`src/rtl/xdi_pkg.sv`:
```
// Package: shared constants for the transfer-completion interrupt controller.
// Assumes a 16-bit register view with two reserved positions and two shared sources.
package xdi_pkg;
    localparam int NBITS    = 16;
    localparam int ADDR_W   = 6;
    localparam int DATA_W   = 16;
    localparam int CNT_W    = 8;
    localparam int VEC_W    = 24;
    localparam int IDX_W    = $clog2(NBITS);

    localparam logic [ADDR_W-1:0] A_SEL      = 6'h04;
    localparam logic [ADDR_W-1:0] A_DONE     = 6'h06;
    localparam logic [ADDR_W-1:0] A_PEND     = 6'h08;
    localparam logic [ADDR_W-1:0] A_CNT_BASE = 6'h20;

    localparam logic [NBITS-1:0] LIVE_MASK   = 16'h7FFB;
    localparam logic [NBITS-1:0] SHARED_MASK = 16'h1800;
    localparam int               SHARED_LO   = 11;

    // Vector address for a completion-register bit position.
    function automatic logic [VEC_W-1:0] vec_of(input logic [IDX_W-1:0] b);
        logic [7:0] lo;
        if (b >= 4'd8)       lo = 8'h30 + 8'(2 * (b - 4'd8));
        else if (b >= 4'd3)  lo = 8'h06 + 8'(2 * (b - 4'd3));
        else if (b == 4'd1)  lo = 8'h00;
        else                 lo = 8'h02;
        return {16'hFF20, lo};
    endfunction
endpackage

```
`src/rtl/xdi_chan.sv`:
```
// Per-source channel state: enable bit, transfer counter and completion flag.
// Assumes at most one transfer strobe per cycle; a hardware count-to-zero event
// overrides any software write to the same enable or completion bit.
module xdi_chan #(
    parameter int CNT_W  = 8,
    parameter bit SHARED = 1'b0
) (
    input  logic             clk,
    input  logic             rst_n,
    input  logic             sel_we,
    input  logic             sel_wd,
    input  logic             done_we,
    input  logic             done_wd,
    input  logic             cnt_we,
    input  logic [CNT_W-1:0] cnt_wd,
    input  logic             xfer_stb,
    input  logic             ack_win,
    input  logic             pend_clear,
    output logic             sel_q,
    output logic             done_q,
    output logic [CNT_W-1:0] cnt_q
);
    logic active;
    logic terminal;
    logic flag_release;

    // Strobe counts only on an enabled channel with transfers left.
    assign active       = sel_q & xfer_stb & (cnt_q != '0);
    assign terminal     = active & (cnt_q == CNT_W'(1));
    assign flag_release = SHARED ? pend_clear : ack_win;

    // Counter: software load, else decrement on an accepted strobe.
    always_ff @(posedge clk) begin
        if (!rst_n)       cnt_q <= '0;
        else if (cnt_we)  cnt_q <= cnt_wd;
        else if (active)  cnt_q <= cnt_q - CNT_W'(1);
    end

    // Enable bit: hardware clear on terminal count beats a software write.
    always_ff @(posedge clk) begin
        if (!rst_n)        sel_q <= 1'b0;
        else if (terminal) sel_q <= 1'b0;
        else if (sel_we)   sel_q <= sel_wd;
    end

    // Completion flag: hardware set wins, then software write, then release.
    always_ff @(posedge clk) begin
        if (!rst_n)            done_q <= 1'b0;
        else if (terminal)     done_q <= 1'b1;
        else if (done_we)      done_q <= done_wd;
        else if (flag_release) done_q <= 1'b0;
    end

    a_r3_terminal_update: assert property (@(posedge clk) disable iff (!rst_n)
        terminal |=> (!sel_q && done_q));
    a_r4_no_hw_enable: assert property (@(posedge clk) disable iff (!rst_n)
        $rose(sel_q) |-> $past(sel_we));
    a_r2_count_hold: assert property (@(posedge clk) disable iff (!rst_n)
        (!cnt_we && !(sel_q && xfer_stb)) |=> $stable(cnt_q));
    a_r10_hw_wins: assert property (@(posedge clk) disable iff (!rst_n)
        (terminal && sel_we) |=> !sel_q);

    if (SHARED) begin : g_shared
        a_r9_shared_hold: assert property (@(posedge clk) disable iff (!rst_n)
            (done_q && !pend_clear && !done_we) |=> done_q);
    end else begin : g_plain
        a_r8_ack_clears: assert property (@(posedge clk) disable iff (!rst_n)
            (ack_win && !done_we && !terminal) |=> !done_q);
    end
endmodule

```
`src/rtl/xdi_prio.sv`:
```
// Highest-position picker: on acknowledge, selects the top set completion flag,
// returns its vector and a one-hot release mask. Purely combinational.
module xdi_prio
    import xdi_pkg::*;
#(
    parameter int N = NBITS
) (
    input  logic [N-1:0]     done_vec,
    input  logic             ack,
    output logic [N-1:0]     win_oh,
    output logic             vec_valid,
    output logic [VEC_W-1:0] vec_addr
);
    localparam int IW = $clog2(N);
    logic [IW-1:0] top_idx;
    logic          found;

    // Scan upward so the highest set bit is the one kept.
    always_comb begin
        top_idx = '0;
        found   = 1'b0;
        for (int i = 0; i < N; i++) begin
            if (done_vec[i]) begin
                top_idx = IW'(i);
                found   = 1'b1;
            end
        end
    end

    assign vec_valid = ack & found;
    assign vec_addr  = vec_of(IDX_W'(top_idx));
    assign win_oh    = vec_valid ? (N'(1) << top_idx) : '0;
endmodule

```
`src/rtl/xdi_mode_dec.sv`:
```
// Control-byte decode: splits the mode select from the mode-specific argument.
module xdi_mode_dec (
    input  logic [7:0] ctl_byte,
    output logic [2:0] ctl_mode,
    output logic [4:0] ctl_arg
);
    // Field split only; meaning of the argument is left to the transfer engine.
    assign ctl_mode = ctl_byte[7:5];
    assign ctl_arg  = ctl_byte[4:0];
endmodule

```
`src/rtl/xfer_done_intc.sv`:
```
// Top: transfer-completion interrupt controller. Holds one channel per live
// register bit, a register port for software, the priority vector picker and
// the control-byte decode. Assumes synchronous active-low reset.
module xfer_done_intc
    import xdi_pkg::*;
(
    input  logic              clk,
    input  logic              rst_n,
    input  logic [ADDR_W-1:0] reg_addr,
    input  logic              reg_we,
    input  logic [DATA_W-1:0] reg_wdata,
    output logic [DATA_W-1:0] reg_rdata,
    input  logic [NBITS-1:0]  xfer_stb,
    input  logic [3:0]        cap_pend,
    output logic              eos_req,
    input  logic              eos_ack,
    output logic              vec_valid,
    output logic [VEC_W-1:0]  vec_addr,
    input  logic [7:0]        ctl_byte,
    output logic [2:0]        ctl_mode,
    output logic [4:0]        ctl_arg
);
    logic [NBITS-1:0] sel_vec;
    logic [NBITS-1:0] done_vec;
    logic [NBITS-1:0] win_oh;
    logic [CNT_W-1:0] cnt_arr [NBITS];
    logic             sel_we;
    logic             done_we;

    assign sel_we  = reg_we && (reg_addr == A_SEL);
    assign done_we = reg_we && (reg_addr == A_DONE);

    for (genvar b = 0; b < NBITS; b++) begin : g_bit
        if (LIVE_MASK[b]) begin : g_live
            logic cnt_we;
            logic pclr;
            assign cnt_we = reg_we && (reg_addr == (A_CNT_BASE + ADDR_W'(b)));
            if (SHARED_MASK[b]) begin : g_pc
                assign pclr = ~|cap_pend[2*(b-SHARED_LO) +: 2];
            end else begin : g_npc
                assign pclr = 1'b0;
            end
            xdi_chan #(.CNT_W(CNT_W), .SHARED(SHARED_MASK[b])) u_chan (
                .clk        (clk),
                .rst_n      (rst_n),
                .sel_we     (sel_we),
                .sel_wd     (reg_wdata[b]),
                .done_we    (done_we),
                .done_wd    (reg_wdata[b]),
                .cnt_we     (cnt_we),
                .cnt_wd     (reg_wdata[CNT_W-1:0]),
                .xfer_stb   (xfer_stb[b]),
                .ack_win    (win_oh[b]),
                .pend_clear (pclr),
                .sel_q      (sel_vec[b]),
                .done_q     (done_vec[b]),
                .cnt_q      (cnt_arr[b])
            );
        end else begin : g_rsvd
            logic unused_stb;
            assign unused_stb  = xfer_stb[b];
            assign sel_vec[b]  = 1'b0;
            assign done_vec[b] = 1'b0;
            assign cnt_arr[b]  = '0;
        end
    end

    xdi_prio #(.N(NBITS)) u_prio (
        .done_vec  (done_vec),
        .ack       (eos_ack),
        .win_oh    (win_oh),
        .vec_valid (vec_valid),
        .vec_addr  (vec_addr)
    );

    xdi_mode_dec u_mode (
        .ctl_byte (ctl_byte),
        .ctl_mode (ctl_mode),
        .ctl_arg  (ctl_arg)
    );

    // Request stays up while any completion flag is set.
    assign eos_req = |done_vec;

    // Combinational read mux over the register map.
    always_comb begin
        reg_rdata = '0;
        if (reg_addr == A_SEL)                 reg_rdata = sel_vec;
        else if (reg_addr == A_DONE)           reg_rdata = done_vec;
        else if (reg_addr == A_PEND)           reg_rdata = DATA_W'(cap_pend);
        else if (reg_addr[5:4] == 2'b10)       reg_rdata = DATA_W'(cnt_arr[reg_addr[3:0]]);
    end

    a_r5_reserved_zero: assert property (@(posedge clk) disable iff (!rst_n)
        (reg_addr == A_DONE) |-> ((reg_rdata & ~LIVE_MASK) == '0));
endmodule

```
`config.mk`:
```
export PLATFORM = sky130hd
export DESIGN_NAME = xfer_done_intc
export DESIGN_NICKNAME = d
export VERILOG_FILES = /design/src/rtl/xdi_pkg.sv /design/src/rtl/xdi_chan.sv /design/src/rtl/xdi_prio.sv /design/src/rtl/xdi_mode_dec.sv /design/src/rtl/xfer_done_intc.sv
export SDC_FILE = /design/constraint.sdc
export NUM_CORES = 1
export LEC_CHECK = 0
export BUFFER_PORTS_ARGS = -buffer_cell sky130_fd_sc_hd__buf_2
export CAP_MARGIN = 10
export CORE_ASPECT_RATIO = 0.8
export CORE_MARGIN = 1.5
export CORE_UTILIZATION = 55
export DETAILED_ROUTE_END_ITERATION = 8
export PLACE_DENSITY = 0.79
export SLEW_MARGIN = 20
export SYNTH_ARGS = -nofsm -noshare
export SYNTH_HDL_FRONTEND = slang
export SYNTH_SLANG_ARGS = --single-unit
```
`constraint.sdc`:
```
create_clock -name clk -period 3.5 [get_ports clk]
set_clock_uncertainty 0.05 [all_clocks]
set_input_delay 0.175 -clock clk [delete_from_list [all_inputs] [get_ports clk]]
set_output_delay 0.175 -clock clk [all_outputs]
set_load 0.05 [all_outputs]
```
# Word level (Yosys, flattened, before mapping)
# Index checks and enable logic that the tools add are counted.
[classes] addsub=18 order_cmp=3 eq_ne=35 shifts=1 mux=108 n_bitwise=45 reduce_logical=73
[ops] cell="2-to-1 mux 8 bit" count=34
[ops] cell="== test 8 x 1 -> 1 bit (second input constant)" count=14
[ops] cell="nonzero test 8 bit" count=14
[ops] cell="subtractor 8 x 1 -> 8 bit (second input constant)" count=14
[ops] cell="== test 6 bit (second input constant)" count=14
[ops] cell="2-to-1 mux 1 bit" count=57
[ops] cell="2-to-1 mux 15 bit" count=3
[ops] cell="AND 1 bit" count=43
[ops] cell="nonzero test 3 bit" count=12
[ops] cell="binary-select mux 8 bit (select 4 bit)" count=1
[ops] cell="OR reduction 2 bit" count=16
[ops] cell="2-to-1 mux 4 bit" count=7
[ops] cell="nonzero test 2 bit" count=14
[ops] cell="logical AND 1 bit" count=16
[ops] cell="left shift 1 x 4 -> 15 bit (first input constant)" count=1
[ops] cell="OR reduction 14 bit" count=1
[ops] cell="== test 6 x 3 -> 1 bit (second input constant)" count=2
[ops] cell="2-to-1 mux 3 bit" count=4
[ops] cell="adder 3 x 8 -> 8 bit (first input constant)" count=1
[ops] cell="adder 6 x 8 -> 8 bit (first input constant)" count=1
[ops] cell="== test 6 x 4 -> 1 bit (second input constant)" count=1
[ops] cell="!= test 3 x 2 -> 1 bit (second input constant)" count=2
[ops] cell="greater-or-equal comparator 5 bit (second input constant)" count=1
[ops] cell="inverter 4 -> 5 bit" count=1
[ops] cell="other kinds (8)" count=9
[totals] regBits=140 in_bits=54 output_inout_bits=50 wordCells=325

# Depth between registers and ports, before layout
[logic_depth] depth_word=19 depth_mapped=11 ltp_nobuf=11

# Cells and area by module
# Synthesis repeated with hierarchy kept, for this count alone.
[unflattened] cells_unflattened=1275 hier_area_um2=10882.9
[modules_own_cells] mod="xdi_chan" n_inst=14 cells_per_inst=71 area_per_inst_um2=623.1 seq_area_each_um2=200.2
[modules_own_cells] mod="xfer_done_intc" n_inst=1 cells_per_inst=170 area_per_inst_um2=1440.1 seq_area_each_um2=0.0
[modules_own_cells] mod="xdi_prio" n_inst=1 cells_per_inst=103 area_per_inst_um2=659.4 seq_area_each_um2=0.0
[modules_own_cells] mod="xdi_mode_dec" n_inst=1 cells_per_inst=8 area_per_inst_um2=60.1 seq_area_each_um2=0.0

# Worst setup path after synthesis
# Ideal clock, no wire load.
[synth_path] path_kind="register to output" start="register g_bit[4].g_live.u_chan.done_q" end="output vec_addr[1]" t_arrival_ps=2466 required_time_ps=3275 slack_ps=809 path_stages_with_launch=9 n_path_buf=0 path_cell_list="dfxtp_1 > inv_1 > a311oi_1 > o31ai_1 > a21oi_1 > inv_1 > ha_1 > nor3_1 > mux2i_1"
[synth_between] elab_chain_len=15 elab_cells_between_ends=21 cone_classes="add/sub: 4; order compare: 2; eq/ne: 1; mux: 14"
[synth_lines] element="from (decl)" line_no="xdi_chan.sv:20" rtl="output logic done_q,"
[synth_lines] element="from (signal assigned)" line_no="xdi_chan.sv:50" rtl="else if (done_we) done_q <= done_wd;"
[synth_lines] element="2-to-1 mux 3 bit (*) (4 in a row)" line_no="xdi_prio.sv:23" rtl="if (done_vec[i]) begin"
[synth_lines] element="2-to-1 mux 4 bit (*) (7 in a row)" line_no="xdi_prio.sv:23"
[synth_lines] element="subtractor 4 x 2 -> 5 bit or == test 4 x 1 -> 1 bit (tied branches)" line_no="xdi_pkg.sv:24, xdi_pkg.sv:25"
[synth_lines] element="adder 3 x 8 -> 8 bit or 2-to-1 mux 2 bit (tied branches)" line_no="xdi_pkg.sv:24, xdi_pkg.sv:25"
[synth_lines] element="2-to-1 mux 8 bit" line_no="xdi_pkg.sv:24" rtl="else if (b >= 4'd3) lo = 8'h06 + 8'(2 * (b - 4'd3));"
[synth_lines] element="2-to-1 mux 8 bit (*)" line_no="xdi_pkg.sv:23" rtl="if (b >= 4'd8) lo = 8'h30 + 8'(2 * (b - 4'd8));"
[synth_lines] element="to (decl)" line_no="xfer_done_intc.sv:18" rtl="output logic [VEC_W-1:0] vec_addr,"
# Mark *: on every way between the ends. The rest lies on a longest branch, timed or not.

# Worst setup path in the final report
# Ends and elaborated chain as after synthesis.

==> results.json <==
{
  "areaGrowthSynthToFinish_pct": 9.54,
  "clock_latency_ps": 430,
  "hp-class": "input pin to flip-flop",
  "grt_pass1_vias": 8300,
  "synth-seq-area-share_pct": 29.0,
  "start_kind": "flip-flop",
  "ys_types": 76,
  "gr-total-overflow": 0,
  "synth_area_sq_um": 9670,
  "dieWidth_um": 151,
  "place.gp.congestion": 0.936,
  "routed-wl-met3_um": 3690,
  "finalCriticalPeriod_ps": 3050,
  "postCtsSetupBuffers": 0,
  "ir_worst_vdd_mv": 0.287,
  "cts-htree-levels": 4,
  "hold_viol": 0,
  "clockBufferDepth": 2,
  "cts_tree": "yes",
  "critPathLaunch": "g_bit[4].g_live.u_chan.done_q$_SDFFE_PN0P_",
  "worstPathMaxFanout": 4,
  "ios": 104,
  "num_vias": 9289,
  "nNetsFinal": 1305,
  "ys.flop_type": "dfxtp_1",
  "worst_slew_pin_slew_ps": 1020,
  "track_usage_pct": 33.1,
  "regToRegStartpoint": "g_bit[4].g_live.u_chan.done_q$_SDFFE_PN0P_",
  "cts_buffers": 17,
  "fin_setup_tns_ps": 0,
  "hold_path_startpoint": "reg_wdata[14]",
  "slew-limit-headroom_pct": 31.3,
  "setup_viol": 0,
  "ant_nets": 0,
  "n_fill_cell": 1497,
  "port_buffers": 64,
  "core_sq_um": 17300,
  "clkSinkCount": 140,
  "drv_cap": 0,
  "hpwl_um": 20500,
  "routed.top_layer": "met4",
  "yosysMostFrequentCell": "dfxtp_1",
  "arrival_ps": 2820,
  "dieHeight_um": 122,
  "synth-edff-count": 0,
  "synth_top_area_cell": "dfxtp_1",
  "antennaDiodeCount": 0,
  "final_max_slew_viol_count": 0,
  "initial_core_util_pct": 56.0,
  "p_leak_nw": 3.99,
  "powerDensity_nw_per_um2": 376,
  "yosysWarnings": 0,
  "die-area_sq_um": 18400,
  "avgSynthCellArea_sq_um": 8.15,
  "synth_seq_cells": 140,
  "clock-root-buffer": "clkbuf_16",
  "synth_cells": 1186,
  "row_count": 43,
  "ys_async_sr_fraction_pct": 0,
  "fmax_ghz": 0.328,
  "required_ps": 3270,
  "drive_gt1_share_pct": 12.1,
  "period_share_pct": 87.1,
  "power_mw": 3.99,
  "drt_pass1_iterations": 6,
  "worstSetupPathType": "flip-flop to output pin",
  "grt_max_degree": 71,
  "synth_top_area_share_pct": 29.0,
  "wl_met2_um": 12300,
  "rsz0062_at_grt": "false",
  "cp-end-kind": "output pin",
  "outcome": "completed",
  "wirelength_um": 30100,
  "wl_per_cell_um": 20.9,
  "grt_pass1_wl_um": 46200,
  "drtIter0Drc": 1233,
  "synth.area.top_cells": "dfxtp_1 (29%), ha_1 (6.2%), a21oi_1 (5.8%), xor2_1 (4.6%), o21ai_0 (4.2%)",
  "viasPerCell": 6.45,
  "clk_pin_slew_ps": 60,
  "antenna_found_initial": 1,
  "drc": 0,
  "drt-met1-wl_um": 13200,
  "yosys-top-cells-count": "dfxtp_1 (140), a21oi_1 (112), nand2_1 (105)"
}
## critical path: stages (launching register included)
cell and delay [ps]:
dfxtp_1 370, inv_1 80, a311oi_1 300, o31ai_1 110, a21oi_1 330, inv_1 110, ha_1 250, nor3_1 340
mux2i_1 220, buf_2 270
## kinds of logic after synthesis
kind of cell,count (synthesis),share of synthesized area (%)
buffers and inverters,144,7.05
AO/OA/AOI/OAI,336,21.5
XOR/XNOR,84,7.61
AND/OR/NAND/NOR,379,21.1
multiplexers,53,7.42
adder cells (fa/ha/maj),48,6.21
flip-flops,140,29.0
other,2,0.0777
## metal layers
metal | track usage [%] | vias up
met3 | 9.33 | 79
met5 | 0 | -
met1 | 47.5 | 4326
met2 | 46.8 | 564
met4 | 12.6 | 0
li1 | - | 4320
## stage by stage
stage | hold WS (ps) | instances | setup WS, ps | util, % | cell area, sq um
after floorplan | 267 | 1204 | 809 | - | 9730
after global placement | 300 | 1403 | 765 | 57.3 | 9890
after detailed placement | 300 | 1403 | 753 | 57.3 | 9890
after CTS | 0.911 | 1440 | 480 | 61.3 | 10600
after global routing | 7.53 | 1440 | 209 | 61.3 | 10600
final | 14.5 | 1440 | 451 | 61.3 | 10600
## area by class of cell
class | count | area (sq um) | area share [%]
flip-flops and latches | 140 | 2800 | 26.5
repair buffers | 76 | 438 | 4.14
clock buffers | 19 | 443 | 4.18
well taps | 225 | 282 | 2.66
inverters | 48 | 180 | 1.70
clock inverters | 12 | 194 | 1.83
multi-input cells | 920 | 6250 | 59.0
## timing repair
action                     4_1_cts  5_1_grt
setup endpoints to repair        0        0
resized for setup                0        0
hold endpoints to repair         8        0
hold buffers                     6        0
## path summary, 6_finish.rpt
kind | slack (ps) | to | depth (start not counted)
max reg2reg | 1060 | g_bit[9].g_live.u_chan.done_q$_SDFFE_PN0P_ | 10
min | 10 | g_bit[14].g_live.u_chan.done_q$_SDFFE_PN0P_ | 3
min reg2reg | 460 | g_bit[11].g_live.u_chan.sel_q$_SDFFE_PP0P_ | 2
max | 450 | vec_addr[1] | 9
## where the power goes
part | switching [mW] | internal, mW
combinational | 0.262 | 0.0956
clock | 0.733 | 1.28
sequential | 0.0162 | 1.60
total | 1.01 | 2.97
## placed cells by master (no fill, tap or decap), types with 6 or more instances in the layout
master         instances
nand4_1                8
nor3_1                31
o211ai_1              10
mux2i_1               30
inv_1                 47
mux4_2                14
o21ai_1                9
clkbuf_16             17
o21ai_0               81
xor2_1                51
and3_1                10
nand3b_1               7
nand3_1               38
a22o_1                 7
o22ai_1               14
mux2_2                 7
nand4b_1               6
a31oi_1               16
and3b_1                6
nor2_1                67
or4_1                 14
dfxtp_1              140
nand2b_1              14
o2111ai_1              7
buf_2                 64
nor2b_1                8
a21oi_1              112
nand2_1              105
ha_1                  48
o31ai_1               15
conb_1                20
nor3b_1                7
dlygate4sd3_1          6
a211oi_1              18
xnor2_1               33
a22oi_1                6
nor4_1                17
or3_1                  8
## registers in the layout, indices dropped and copies added (netlist names)
signal and flops:
g_bit.g_live.u_chan.cnt_q 112, g_bit.g_live.u_chan.done_q 14, g_bit.g_live.u_chan.sel_q 14
Power figures use the tool's default switching activity.
